[config.mk]
export PLATFORM = sky130hd
export DESIGN_NAME = nms_reply_unit
export DESIGN_NICKNAME = d
export VERILOG_FILES = /design/src/rtl/nms_pkg.sv /design/src/rtl/nms_lane_select.sv /design/src/rtl/nms_lane_scale.sv /design/src/rtl/nms_reply_unit.sv
export SDC_FILE = /design/constraint.sdc
export NUM_CORES = 2
export LEC_CHECK = 0
export BUFFER_PORTS_ARGS = -buffer_cell sky130_fd_sc_hd__buf_2
export CORE_AREA = 2 2 765 767
export DETAILED_ROUTE_END_ITERATION = 8
export DIE_AREA = 0 0 767 769
export GPL_TIMING_DRIVEN = 0
export SYNTH_ARGS = -nofsm -noshare
export SYNTH_HDL_FRONTEND = slang
export SYNTH_SLANG_ARGS = --single-unit
[constraint.sdc]
create_clock -name clk -period 1.7 [get_ports clk]
set_input_delay 0.085 -clock clk [delete_from_list [all_inputs] [get_ports clk]]
set_output_delay 0.085 -clock clk [all_outputs]
set_load 0.05 [all_outputs]
[src/rtl/nms_pkg.sv]
package nms_pkg;
    localparam int unsigned NMS_LANES_DEF = 128;
    localparam int unsigned NMS_MAG_W_DEF = 6;
    localparam int unsigned NMS_IDX_W_DEF = 7;

    typedef enum logic {
        PICK_LOWEST = 1'b0,
        PICK_RUNNER = 1'b1
    } pick_e;
endpackage

[src/rtl/nms_lane_select.sv]
module nms_lane_select
    import nms_pkg::*;
#(
    parameter int unsigned MAG_W = NMS_MAG_W_DEF,
    parameter int unsigned IDX_W = NMS_IDX_W_DEF
) (
    input  logic [MAG_W-1:0] lowest_i,
    input  logic [MAG_W-1:0] runner_i,
    input  logic [IDX_W-1:0] low_idx_i,
    input  logic             parity_i,
    input  logic [IDX_W-1:0] own_idx_i,
    input  logic             own_sgn_i,
    output logic [MAG_W-1:0] mag_o,
    output logic             sgn_o
);
    pick_e pick;

    always_comb begin
        pick  = (own_idx_i == low_idx_i) ? PICK_RUNNER : PICK_LOWEST;
        mag_o = (pick == PICK_RUNNER) ? runner_i : lowest_i;
        sgn_o = parity_i ^ own_sgn_i;
    end
endmodule

[src/rtl/nms_lane_scale.sv]
module nms_lane_scale
    import nms_pkg::*;
#(
    parameter int unsigned MAG_W     = NMS_MAG_W_DEF,
    parameter int unsigned CLAMP_MAX = (1 << MAG_W) - 1
) (
    input  logic [MAG_W-1:0] mag_i,
    input  logic             sgn_i,
    output logic [MAG_W:0]   reply_o
);
    localparam logic [MAG_W-1:0] CLAMP_V = MAG_W'(CLAMP_MAX);

    logic [MAG_W-1:0] quarter;
    logic [MAG_W-1:0] scaled;
    logic [MAG_W-1:0] limited;

    always_comb begin
        quarter = mag_i >> 2;
        scaled  = mag_i - quarter;
        limited = (scaled > CLAMP_V) ? CLAMP_V : scaled;
        reply_o = {sgn_i & (limited != '0), limited};
    end
endmodule

[src/rtl/nms_reply_unit.sv]
module nms_reply_unit
    import nms_pkg::*;
#(
    parameter int unsigned LANES     = NMS_LANES_DEF,
    parameter int unsigned MAG_W     = NMS_MAG_W_DEF,
    parameter int unsigned IDX_W     = NMS_IDX_W_DEF,
    parameter int unsigned CLAMP_MAX = (1 << MAG_W) - 1
) (
    input  logic                       clk,
    input  logic                       rst_n,
    input  logic                       in_valid_i,
    input  logic [MAG_W-1:0]           min1_i,
    input  logic [MAG_W-1:0]           min2_i,
    input  logic [IDX_W-1:0]           min_idx_i,
    input  logic                       parity_i,
    input  logic [LANES*IDX_W-1:0]     edge_idx_i,
    input  logic [LANES-1:0]           edge_sgn_i,
    output logic                       out_valid_o,
    output logic [LANES*(MAG_W+1)-1:0] reply_o
);
    localparam int unsigned REPLY_W = MAG_W + 1;
    localparam logic [MAG_W-1:0] CLAMP_V = MAG_W'(CLAMP_MAX);

    typedef struct packed {
        logic                        vld;
        logic [LANES-1:0][MAG_W-1:0] mag;
        logic [LANES-1:0]            sgn;
    } mid_t;

    mid_t mid_d, mid_q;

    logic [LANES-1:0][MAG_W-1:0]   sel_mag;
    logic [LANES-1:0]              sel_sgn;
    logic [LANES-1:0][REPLY_W-1:0] lane_reply;

    for (genvar i = 0; i < LANES; i++) begin : g_sel
        nms_lane_select #(.MAG_W(MAG_W), .IDX_W(IDX_W)) u_sel (
            .lowest_i  (min1_i),
            .runner_i  (min2_i),
            .low_idx_i (min_idx_i),
            .parity_i  (parity_i),
            .own_idx_i (edge_idx_i[i*IDX_W +: IDX_W]),
            .own_sgn_i (edge_sgn_i[i]),
            .mag_o     (sel_mag[i]),
            .sgn_o     (sel_sgn[i])
        );
    end

    always_comb begin
        mid_d     = mid_q;
        mid_d.vld = in_valid_i;
        mid_d.mag = sel_mag;
        mid_d.sgn = sel_sgn;
    end

    always_ff @(posedge clk or negedge rst_n) begin
        if (!rst_n) mid_q <= '0;
        else        mid_q <= mid_d;
    end

    for (genvar i = 0; i < LANES; i++) begin : g_scale
        nms_lane_scale #(.MAG_W(MAG_W), .CLAMP_MAX(CLAMP_MAX)) u_scale (
            .mag_i   (mid_q.mag[i]),
            .sgn_i   (mid_q.sgn[i]),
            .reply_o (lane_reply[i])
        );
        assign reply_o[i*REPLY_W +: REPLY_W] = lane_reply[i];

        p_pick_runner_r1: assert property (@(posedge clk) disable iff (!rst_n)
            (in_valid_i && edge_idx_i[i*IDX_W +: IDX_W] == min_idx_i)
            |=> mid_q.mag[i] == $past(min2_i));
        p_pick_lowest_r1: assert property (@(posedge clk) disable iff (!rst_n)
            (in_valid_i && edge_idx_i[i*IDX_W +: IDX_W] != min_idx_i)
            |=> mid_q.mag[i] == $past(min1_i));
        p_scale_bound_r2: assert property (@(posedge clk) disable iff (!rst_n)
            lane_reply[i][MAG_W-1:0] <= mid_q.mag[i]);
        p_ceiling_r3: assert property (@(posedge clk) disable iff (!rst_n)
            lane_reply[i][MAG_W-1:0] <= CLAMP_V);
        p_sign_r4: assert property (@(posedge clk) disable iff (!rst_n)
            in_valid_i |=> mid_q.sgn[i] == $past(parity_i ^ edge_sgn_i[i]));
        p_zero_pos_r5: assert property (@(posedge clk) disable iff (!rst_n)
            (lane_reply[i][MAG_W-1:0] == '0) |-> !lane_reply[i][MAG_W]);
    end

    assign out_valid_o = mid_q.vld;

    p_valid_rise_r6: assert property (@(posedge clk) disable iff (!rst_n)
        in_valid_i |=> out_valid_o);
    p_valid_low_r6: assert property (@(posedge clk) disable iff (!rst_n)
        !in_valid_i |=> !out_valid_o);
endmodule

# ---- Word level (Yosys, flattened, before mapping)
# Cells that the tools add are included.
# W data, S select, Z words.
dict set report word_totals {
  elab_cells 1282
  output_inout_bits 897
  input_bits 1047
  reg_bits 897
}
dict set report op_classes {
  eq_ne 128
  addsub 128
  bitwise_logic 256
  reduce_logical 128
  magnitude_cmp 128
  muxes 384
}
# operator count
set op_table {}
lappend op_table {{$mux W6} 256}
lappend op_table {{$eq A7 B7 Y1} 128}
lappend op_table {{$gt A6 B6 Y1 const B} 128}
lappend op_table {{$reduce_bool A6 Y1} 128}
lappend op_table {{$sub A6 B4 Y6} 128}
lappend op_table {{$and A1 B1 Y1} 128}
lappend op_table {{$mux W1} 128}
lappend op_table {{$xor A1 B1 Y1} 128}

# ---- Longest topological paths before layout
dict set report depth {
  depth_word 5
  mapped_depth 8
  ltp_nobuf 8
}

# ---- Modules after synthesis
# Synthesis repeated with hierarchy kept, for this count alone.
dict set report unflattened {
  cells_unflattened 7041
  hier_area_um2 73375.4
}
# module seq_area_each_um2 n_inst cells_each area_each_um2
set modules_own_cells {}
lappend modules_own_cells {nms_lane_scale 0.0 128 32 232.7}
lappend modules_own_cells {nms_reply_unit 22446.5 1 897 22446.5}
lappend modules_own_cells {nms_lane_select 0.0 128 16 165.2}

# ---- Least setup slack after synthesis
# OpenSTA, ideal clock, no wires.
dict set report synth_timing {
  path_kind {register -> output}
  start {register mid_q[866] in the netlist's numbering}
  end {output port reply_o[867]}
  path_slack_ns -1.226
  path_buffers 0
  required_time_ns 1.615
  arrival_ns 2.841
  path_stages_with_launch 8
  cell_sequence {dfrtp_1 > inv_1 > ha_1 > inv_1 > fa_1 > xor2_1 > nor3_1 > a41oi_1}
}
dict set report synth_between {
  elab_chain_len 5
}
# item line_no
set synth_rtl {}
lappend synth_rtl {{from (decl)} nms_reply_unit.sv:30} ;# mid_t mid_d, mid_q;
lappend synth_rtl {{from (signal assigned)} nms_reply_unit.sv:58} ;# else mid_q <= mid_d;
lappend synth_rtl {{$sub A6 B4 Y6 (*)} nms_lane_scale.sv:19} ;# scaled = mag_i - quarter;
lappend synth_rtl {{$gt A6 B6 Y1} nms_lane_scale.sv:20} ;# limited = (scaled > CLAMP_V) ? CLAMP_V : scaled;
lappend synth_rtl {{$mux W6 (*)} nms_lane_scale.sv:20}
lappend synth_rtl {{via reply_o[863]} nms_reply_unit.sv:19} ;# output logic [LANES*(MAG_W+1)-1:0] reply_o
lappend synth_rtl {{$reduce_bool A6 Y1 (*)} nms_lane_scale.sv:21} ;# reply_o = {sgn_i & (limited != '0), limited};
lappend synth_rtl {{$and A1 B1 Y1 (*)} nms_lane_scale.sv:21}
lappend synth_rtl {{to (decl)} nms_reply_unit.sv:19}
# The timed path passes the listed nets; every way through them passes the cells marked *.

# ---- Final worst setup path
dict set report layout_timing {
  start {register mid_q[296] in the netlist's numbering}
  end {output port reply_o[202]}
}
dict set report layout_between {
  elab_chain_len 5
}
# item line_no
set layout_rtl {}
lappend layout_rtl {{$sub A6 B4 Y6 (*)} nms_lane_scale.sv:19}
lappend layout_rtl {{$gt A6 B6 Y1} nms_lane_scale.sv:20}
lappend layout_rtl {{$mux W6 (*)} nms_lane_scale.sv:20}
lappend layout_rtl {{$reduce_bool A6 Y1 (*)} nms_lane_scale.sv:21}
lappend layout_rtl {{$and A1 B1 Y1 (*)} nms_lane_scale.sv:21}
# Mark *: on every way between the ends. The rest lies on a longest branch, timed or not.

==> results.cfg <==
[sta]
timing.fmax_mhz = 302
rsz0062_at_grt = yes
fin_hold_ws_ns = -0.178
period_minus_slack_ns = 3.31
finalHoldViolCount = 127
slew_headroom_pct = 9.98
finalCritPeriodShare_pct = 195
drv_slew = 0
tightest_slew_ns = 1.34
timing.final.ws_setup_ns = -1.61
finalSetupViolCount = 1889

[routing]
vias_per_cell = 3.96
post_drt_wl_per_cell_um = 29.6
drt-total-wl_um = 558000
drc = 0
vias = 74864
drt_pass1_iterations = 6
detail-route-antenna-nets = 0
drtIter0Drc = 5558

[worst_setup_path]
crit_fanout = 2
cp_cell_sequence = inv_1 -> ha_2 -> inv_2 -> fa_2 -> xor2_4 -> nor3_4 -> o2111ai_4 -> o31a_4 -> buf_12
crit_buf_inv = 3
slowest_delay_ns = 0.43
worstPathRequired_ns = 1.62
critPathTopFamily = compound AO/OA/AOI/OAI gates
crit_arrival_ns = 3.23
worst_setup_path_end_kind = primary output
critPathKind = reg2out
worst_path_max_delay_cell = o31a_4
crit_path_start_kind = register

[global_routing]
grt_pass1_vias = 77061
grt_pass1_wl_um = 713000
grt_usage_pct = 18.0
antenna_found_initial = 113
overflow = 0
grt_max_degree = 140

[floorplan]
design.core.area_um2 = 581000
die_w_um = 767
rows = 280
dieArea_um2 = 590000
fp.dieH_um = 769
initial_core_util_pct = 12.8
ioPinCount = 1944

[synthesis]
ys_top_cells_by_area = dfrtp_1, mux2_2, xor2_1
synth_compound_area_share_pct = 12.3
synth_top_family_by_area = XOR/XNOR gates
async_flop_share_pct = 100
synth_edf_count = 0
synth_commonest_cells = dfrtp_1, inv_1, mux2_2
synth_nets = 8991
synth_ff_type = dfrtp_1
yosys_warnings = 0
synth_cell_types = 36
synth_top_cell_by_area = dfrtp_1
synth_most_common_cell = dfrtp_1
netlist_instances = 7304
ys_ff_latch = 897
synth-xor-area-share_pct = 16.6
synth_area_um2 = 74400
yosys.area_share.simple_pct = 10.4
synth_top_cell_area_share_pct = 30.2
syn_avg_cell_area_um2 = 10.2
yosysSeqAreaShare_pct = 30.2
synth.mux.area_fraction_pct = 11.7
synth_fa_ha_area_share_pct = 12.1

[finish]
fin_cells = 18883
drive_above_1_share_pct = 51.9
fin_nets = 12574
area_growth_pct = 81.2
fill_cells = 61629

[clock_network]
cts_buffers = 125
cts_buffer_depth = 4
cts_tree = done
cts_max_level = 3
clockRootBuffer = clkbuf_16
cts.sinks = 897
clkTransAtPathRegs_ns = 0.07

[placement]
port_buffers = 1923
place_congestion = 1.02
hpwl_um = 449000
dp_cells = 17024

[run_status]
violations = negative hold slack, negative setup slack
status = finished with violations

[power_and_ir_drop]
power_frac_comb_pct = 53.0
leakage_uw = 0.0532
p_switching_uw = 52400
clkPwrFrac_pct = 25.9
powerDensity_nw_per_um2 = 853
p_sw_share_pct = 45.6
peakVddDrop_v = 0.000941
seq_power_share_pct = 21.1
p_int_uw = 62500

[flow_run]
cap_violations = 0

[worst_hold_path]
hp-class = in2async
## stage by stage
stage	TNS, ns	utilization (%)	worst slack, ns	instance area (um2)	power, uW
after floorplan	-61.99	-	-0.573	87200	58300
after global placement	-	18.3	-22.64	107000	75200
after detailed placement	-1543.55	18.5	-2.34	108000	75500
after CTS	-1502.91	22.4	-1.82	130000	113000
after global routing	-1419.33	23.2	-1.85	135000	119000
final	-1265.87	23.2	-1.61	135000	115000
## flip-flops by register name, indices dropped and copies added, names as in the netlist
register	flops
mid_q	896
out_valid_o	1
## what timing repair did
item	CTS	global route
endpoints found under the setup margin	1609	1998
hold endpoints to repair	1150	222
gates cloned	0	3
resized for setup	1428	874
pin swaps	566	491
hold buffers	1010	14
setup buffers	316	163
## power groups by stage
stage	Combinational [uW]	Sequential [uW]	Clock, uW
floorplan	34400	24000	0
global placement	50500	24700	0
detailed placement	50900	24600	0
CTS	57800	24200	30700
global route	63200	24400	31500
finish	60800	24300	29800
## area by class of cell
cell class | instances | area (um2) | area share, %
Multi-Input combinational cell | 5219 | 63700 | 47.3
Timing Repair Buffer | 3457 | 28800 | 21.3
Sequential cell | 897 | 22500 | 16.7
Tap cell | 7755 | 9700 | 7.20
Clock buffer | 152 | 3440 | 2.55
Inverter | 780 | 2940 | 2.18
Buffer | 407 | 2300 | 1.70
Clock inverter | 81 | 1100 | 0.819
Antenna cell | 135 | 338 | 0.251
## routing by layer
metal / vias to the layer above / wire (um) / track usage [%]
met3: 1013 / 43600 / 4.85
li1: 32611 / - / -
met5: - / 176 / 0
met2: 3799 / 262000 / 30.0
met1: 37415 / 216000 / 20.9
met4: 26 / 37500 / 10.3
## path summary, 6_finish.rpt
| kind | start | end | slack, ns | depth (start not counted) |
|---|---|---|---|---|
| max | mid_q[296]$_DFF_PN0_ | reply_o[202] | -1.61 | 9 |
| min | rst_n | mid_q[842]$_DFF_PN0_ | -0.18 | 8 |
| max in group asynchronous | rst_n | mid_q[487]$_DFF_PN0_ | -0.39 | 12 |
| min in group clk | edge_idx_i[7] | mid_q[135]$_DFF_PN0_ | -0.14 | 5 |
## layout by cell type (no fill, tap or decap), types with 101 or more instances in the layout
cell type | netlist | layout
fa_2 | 0 | 128
ha_4 | 0 | 319
inv_2 | 0 | 398
buf_12 | 9 | 125
o21a_1 | 101 | 101
nand4_1 | 128 | 128
xor2_4 | 0 | 252
buf_4 | 30 | 363
a21oi_4 | 0 | 160
nand2b_1 | 128 | 107
o2111ai_1 | 249 | 151
buf_8 | 1 | 157
inv_1 | 780 | 378
dlygate4sd3_1 | 0 | 1015
a21o_1 | 128 | 128
diode_2 | 0 | 135
buf_6 | 38 | 276
ha_1 | 512 | 125
nor4_4 | 128 | 129
clkbuf_1 | 298 | 244
or3_1 | 150 | 121
xnor2_4 | 0 | 125
dfrtp_1 | 897 | 869
clkbuf_16 | 0 | 128
nor2b_1 | 126 | 124
a21oi_1 | 384 | 180
o21ai_0 | 155 | 125
mux2_2 | 768 | 768
xnor2_1 | 643 | 515
buf_2 | 24 | 1600
nor2_1 | 256 | 221
xor2_1 | 765 | 511
## logic make-up (layout without fill, tap and decap cells)
family,count (synthesis),after routing
xor+xnor,1408,1408
mux,770,770
flops,897,897
fa+ha+maj,640,640
compound gates,1346,1346
other cells,0,135
buf+inv,1188,4877
simple gates,1055,1055
## tightest hold or removal path: stages
cell and delay (ns):
buf_12 0.08, buf_16 0.09, buf_16 0.09, buf_16 0.10, buf_16 0.10, buf_16 0.10, buf_16 0.11, buf_16 0.26
Power figures use the tool's default switching activity.
